## config.mk

```make
export PLATFORM = sky130hd
export DESIGN_NAME = pbmac_top
export DESIGN_NICKNAME = d
export VERILOG_FILES = /design/src/rtl/pbmac_pkg.sv /design/src/rtl/pbmac_mul.sv /design/src/rtl/pbmac_pair_sat.sv /design/src/rtl/pbmac_top.sv
export SDC_FILE = /design/constraint.sdc
export NUM_CORES = 2
export LEC_CHECK = 0
export ABC_CLOCK_PERIOD_IN_PS = 1000
export CORE_UTILIZATION = 55
export DETAILED_ROUTE_END_ITERATION = 10
export PLACE_DENSITY = 0.83
export SYNTH_ARGS = -nofsm -noshare
export SYNTH_HDL_FRONTEND = slang
export SYNTH_SLANG_ARGS = --single-unit
```

## constraint.sdc

```tcl
create_clock -name clk_i -period 1 [get_ports clk_i]
set_clock_uncertainty 0.2 [all_clocks]
set_input_delay 0.2 -clock clk_i [delete_from_list [all_inputs] [get_ports clk_i]]
set_output_delay 0.2 -clock clk_i [all_outputs]
set_load 0.02 [all_outputs]
```

## src/rtl/pbmac_pkg.sv

```systemverilog
package pbmac_pkg;
  localparam int unsigned DEF_BYTE_W    = 8;
  localparam int unsigned DEF_RES_W     = 16;
  localparam int unsigned DEF_RES_LANES = 8;
endpackage

```

## src/rtl/pbmac_mul.sv

```systemverilog
// unsigned x signed byte product, exact in 2*IN_W+1 bits
module pbmac_mul #(
  parameter int unsigned IN_W = pbmac_pkg::DEF_BYTE_W,
  localparam int unsigned PW  = 2 * IN_W + 1
) (
  input  logic [IN_W-1:0]      u_i,
  input  logic [IN_W-1:0]      s_i,
  output logic signed [PW-1:0] prod_o
);
  logic signed [PW-1:0] u_ext, s_ext;

  always_comb begin
    u_ext  = signed'({{(PW-IN_W){1'b0}}, u_i});
    s_ext  = signed'({{(PW-IN_W){s_i[IN_W-1]}}, s_i});
    prod_o = u_ext * s_ext;
  end
endmodule

```

## src/rtl/pbmac_pair_sat.sv

```systemverilog
// adds two products and clamps to signed OUT_W
module pbmac_pair_sat #(
  parameter int unsigned IN_W  = pbmac_pkg::DEF_BYTE_W,
  parameter int unsigned OUT_W = pbmac_pkg::DEF_RES_W,
  localparam int unsigned PW   = 2 * IN_W + 1,
  localparam int unsigned SW   = PW + 1
) (
  input  logic signed [PW-1:0] prod_a_i,
  input  logic signed [PW-1:0] prod_b_i,
  output logic [OUT_W-1:0]     lane_o
);
  localparam logic signed [SW-1:0] SAT_HI = {{(SW-OUT_W+1){1'b0}}, {(OUT_W-1){1'b1}}};
  localparam logic signed [SW-1:0] SAT_LO = {{(SW-OUT_W+1){1'b1}}, {(OUT_W-1){1'b0}}};

  logic signed [SW-1:0] sum;

  always_comb begin
    sum = {prod_a_i[PW-1], prod_a_i} + {prod_b_i[PW-1], prod_b_i};
    if (sum > SAT_HI)      lane_o = SAT_HI[OUT_W-1:0];
    else if (sum < SAT_LO) lane_o = SAT_LO[OUT_W-1:0];
    else                   lane_o = sum[OUT_W-1:0];
  end
endmodule

```

## src/rtl/pbmac_top.sv

```systemverilog
module pbmac_top #(
  parameter int unsigned IN_W      = pbmac_pkg::DEF_BYTE_W,
  parameter int unsigned OUT_W     = pbmac_pkg::DEF_RES_W,
  parameter int unsigned OUT_LANES = pbmac_pkg::DEF_RES_LANES,
  localparam int unsigned IN_LANES = 2 * OUT_LANES,
  localparam int unsigned VEC_W    = IN_LANES * IN_W,
  localparam int unsigned RES_W    = OUT_LANES * OUT_W,
  localparam int unsigned PW       = 2 * IN_W + 1
) (
  input  logic             clk_i,
  input  logic             rst_ni,
  input  logic             strobe_i,
  input  logic [VEC_W-1:0] ua_i,
  input  logic [VEC_W-1:0] sb_i,
  output logic [RES_W-1:0] res_o,
  output logic             valid_o
);
  logic signed [PW-1:0] prod [IN_LANES];
  logic [RES_W-1:0]     res_nxt;

  for (genvar j = 0; j < IN_LANES; j++) begin : g_mul
    pbmac_mul #(.IN_W(IN_W)) mul_i (
      .u_i   (ua_i[j*IN_W +: IN_W]),
      .s_i   (sb_i[j*IN_W +: IN_W]),
      .prod_o(prod[j])
    );
  end

  for (genvar k = 0; k < OUT_LANES; k++) begin : g_pair
    pbmac_pair_sat #(.IN_W(IN_W), .OUT_W(OUT_W)) sat_i (
      .prod_a_i(prod[2*k]),
      .prod_b_i(prod[2*k+1]),
      .lane_o  (res_nxt[k*OUT_W +: OUT_W])
    );
  end

  always_ff @(posedge clk_i or negedge rst_ni) begin
    if (!rst_ni) begin
      res_o   <= '0;
      valid_o <= 1'b0;
    end else begin
      valid_o <= strobe_i;
      if (strobe_i) res_o <= res_nxt;
    end
  end
endmodule

```

==> flow_metrics.env <==
export IMPL_fmax_mhz=163
export IMPL_violations="negative setup slack"
export IMPL_synth_edff_count=0
export IMPL_fin_crit_sh_pct=612
export IMPL_yosysTopAreaCell="fa_1"
export IMPL_synthXorXnorAreaFrac_pct=2.29
export IMPL_syn_area_sq_mm=0.0418
export IMPL_ys_top_cells_by_area="fa_1 (38%), ha_1 (17%), inv_1 (10%)"
export IMPL_die_area_sq_mm=0.0770
export IMPL_synth_compound_area_share_pct=7.68
export IMPL_cp_start_kind="primary input"
export IMPL_layout_commonest_cell="inv_1"
export IMPL_finalWorstSetupSlack_ns=-5.12
export IMPL_setup_violations=257
export IMPL_seqCellArea_sq_mm=0.00325
export IMPL_report_final_slew_viol_count=0
export IMPL_crit_fanout=8
export IMPL_critical_path_max_stage_delay_ns=0.63
export IMPL_portBuffers=387
export IMPL_maxSlewHeadroom_pct=57.2
export IMPL_multi_input_area_sq_mm=0.0367
export IMPL_synth_cell_type_count=74
export IMPL_slowest_stage="fa_1"
export IMPL_area_growth_pct=36.8
export IMPL_yosys_warnings=0
export IMPL_hpwlAfterDp_microns=102000
export IMPL_rsz0062_at_grt="yes"
export IMPL_fin_nets=7442
export IMPL_routed_wl_microns=136000
export IMPL_synth_simple_area_share_pct=16.4
export IMPL_path_cells="clkdlybuf4s15_2, and2_1, fa_1, inv_1, fa_1, inv_1, fa_1, fa_1, fa_1, inv_1, fa_1, inv_1, ha_4, o2111ai_2, o21ai_2, o31ai_4, o21bai_1, a21oi_2, xnor2_2, buf_6, o21ai_4, buf_6, a311oi_2"
export IMPL_place_ws_ns=-5.98
export IMPL_ant_nets=0
export IMPL_ys_seq_area_share_pct=7.73
export IMPL_fin_area_sq_mm=0.0571
export IMPL_firstDrtPassIters=5
export IMPL_crit_required_ns=1.16
export IMPL_drive_above_1_share_pct=32.4
export IMPL_placed_cell_area_sq_mm=0.0532
export IMPL_globalRouteTotalUtil_pct=34.0
export IMPL_synth_avg_cell_area_sq_um=9.22
export IMPL_die_y_microns=278
export IMPL_cts_tree="yes"
export IMPL_synth_fa_ha_area_share_pct=55.0
export IMPL_rows=100
export IMPL_drc_errors=0
export IMPL_synthMuxAreaShare_pct=0.0779
export IMPL_worst_slew_pin_slew_ns=0.626
export IMPL_clk_insertion_delay_late_ns=0.48
export IMPL_cts_sink_count=129
export IMPL_fillers=4449
export IMPL_antenna_found_initial=2
export IMPL_final_cell_mix="inv_1 (1080), buf_4 (870), fa_1 (742), ha_1 (522), and2_1 (510)"
export IMPL_die_w_microns=278
export IMPL_crit_type="in -> reg"
export IMPL_start_util_pct=55.8
export IMPL_htreeDepth=4
export IMPL_synth_seq_cells=129
export IMPL_period_needed_ns=6.12
export IMPL_cp_num_buf_inv=7
export IMPL_syn_nets=6147
export IMPL_vias=37855
export IMPL_synth_top_area_share_pct=38.0
export IMPL_synth_ff_type="dfrtp_1"
export IMPL_viasPerCell=5.56
export IMPL_critPathTopFamily="adder cells"
export IMPL_synth_top_family_by_area="adder cells"
export IMPL_drv_cap=0
export IMPL_critPathMostFrequentCell="fa_1"
export IMPL_routedWlPerCell_microns=20.0
export IMPL_path_clk_slew_ns=0.06
export IMPL_coreArea_sq_mm=0.0748
export IMPL_outcome="complete, but fails checks"
export IMPL_pin_count=388
export IMPL_grt_pass1_wl_microns=207000
export IMPL_hold_path_class="in -> reg"
export IMPL_critPathCaptureType="register"
export IMPL_grt_pass1_vias=40858
export IMPL_cp_arrival_ns=6.28
export IMPL_clk_root_buffer_cell="clkbuf_16"
export IMPL_clock_path_buffers=2
export IMPL_hold_viol=0
export IMPL_cts_made_buffers=17
export IMPL_ys_async_sr_fraction_pct=100
export IMPL_grt_max_degree=49
export IMPL_grt_overflow=0
export IMPL_gp_congestion=0.950
export IMPL_syn_inst=4528
export IMPL_drtIter0Drc=2937
## timing repair
| item | 4_1_cts | 5_1_grt |
|---|---|---|
| endpoints found under the hold margin | 129 | 0 |
| hold buffers | 1 | 0 |
| resized for setup | 1848 | 484 |
| setup endpoints to repair | 257 | 257 |
| gates cloned | 12 | 1 |
| pin swaps | 272 | 276 |
| buffers inserted | 127 | 62 |
## synth_stat cells, types with 13 or more instances
library cell	count
inv_1	1154
nand3_1	31
a21o_1	36
o21ai_0	46
xnor2_1	67
clkbuf_1	26
a211oi_1	31
a311oi_1	19
o21a_1	21
fa_1	792
and3_1	13
nand2b_1	65
dfrtp_1	129
o2bb2ai_1	14
xor2_1	42
ha_1	568
o21ai_1	18
nor3_1	24
nand2_1	335
nor2b_1	16
o221a_2	20
a21oi_1	75
o221a_1	35
nor2_1	192
and2_1	607
## per-layer routing
metal | GRT usage (%) | routed length (microns) | vias to the layer above
met5 | 0 | 0 | -
met4 | 17.5 | 8950 | 0
met3 | 5.34 | 9800 | 629
met2 | 59.7 | 68400 | 1932
met1 | 40.1 | 49200 | 18820
li1 | - | - | 16474
## path summary, 6_finish.rpt
kind | from | to | slack (ns) | cells after the start
max | ua_i[102] | res_o[103] | -5.12 | 23
min | strobe_i | res_o[111] | 0.05 | 4
max reg2reg | res_o[84] | res_o[84] | -0.44 | 5
min reg2reg | res_o[14] | res_o[14] | 0.31 | 1
max in group asynchronous | rst_ni | res_o[120] | 0.16 | 3
min in group asynchronous | rst_ni | res_o[19] | 0.09 | 3
## metrics by stage
stage / hold WS, ns / std cells / TNS (ns) / utilization (%)
global placement: 0.0218 / 6585 / -748.13 / 71.0
detailed placement: 0.0225 / 6585 / -763.84 / 71.0
CTS: 0.00529 / 6751 / -650.12 / 74.8
global route: 0.0396 / 6806 / -688.04 / 76.4
finish: 0.0495 / 6807 / -664.88 / 76.4
floorplan: -0.296 / 4528 / -587.10 / -
## registers in the layout, summed over array words and instances, names as in the netlist
name / flops
valid_o: 1
res_o: 128
## cells by family (layout without fill, tap and decap cells)
kind of cell	after synthesis	after routing
AOI/OAI and AO/OA	418	420
xor gates and xnor gates	109	109
adders and majority gates	1360	1360
buffers and inverters	1194	2496
DFF	129	129
muxes	3	3
other	0	3
and+or+nand+nor	1315	1318
## layout make-up
cell class | count | share of cell area [%]
clock buffer | 19 | 0.793
tap | 969 | 2.12
antenna | 3 | 0.0131
timing repair buffer | 1310 | 19.3
inverter | 1155 | 7.59
multi-input combinational | 3210 | 64.2
sequential | 129 | 5.69
clock inverter | 12 | 0.278
## tightest hold or removal path, delay by kind of cell
kind            cells  cell delay [ns]
compound gates      1             0.13
buf+inv             3             0.34
Power is left out: the tool's default activity adds up to more than one toggle a clock period on the data nets, which glitch-free logic cannot reach.
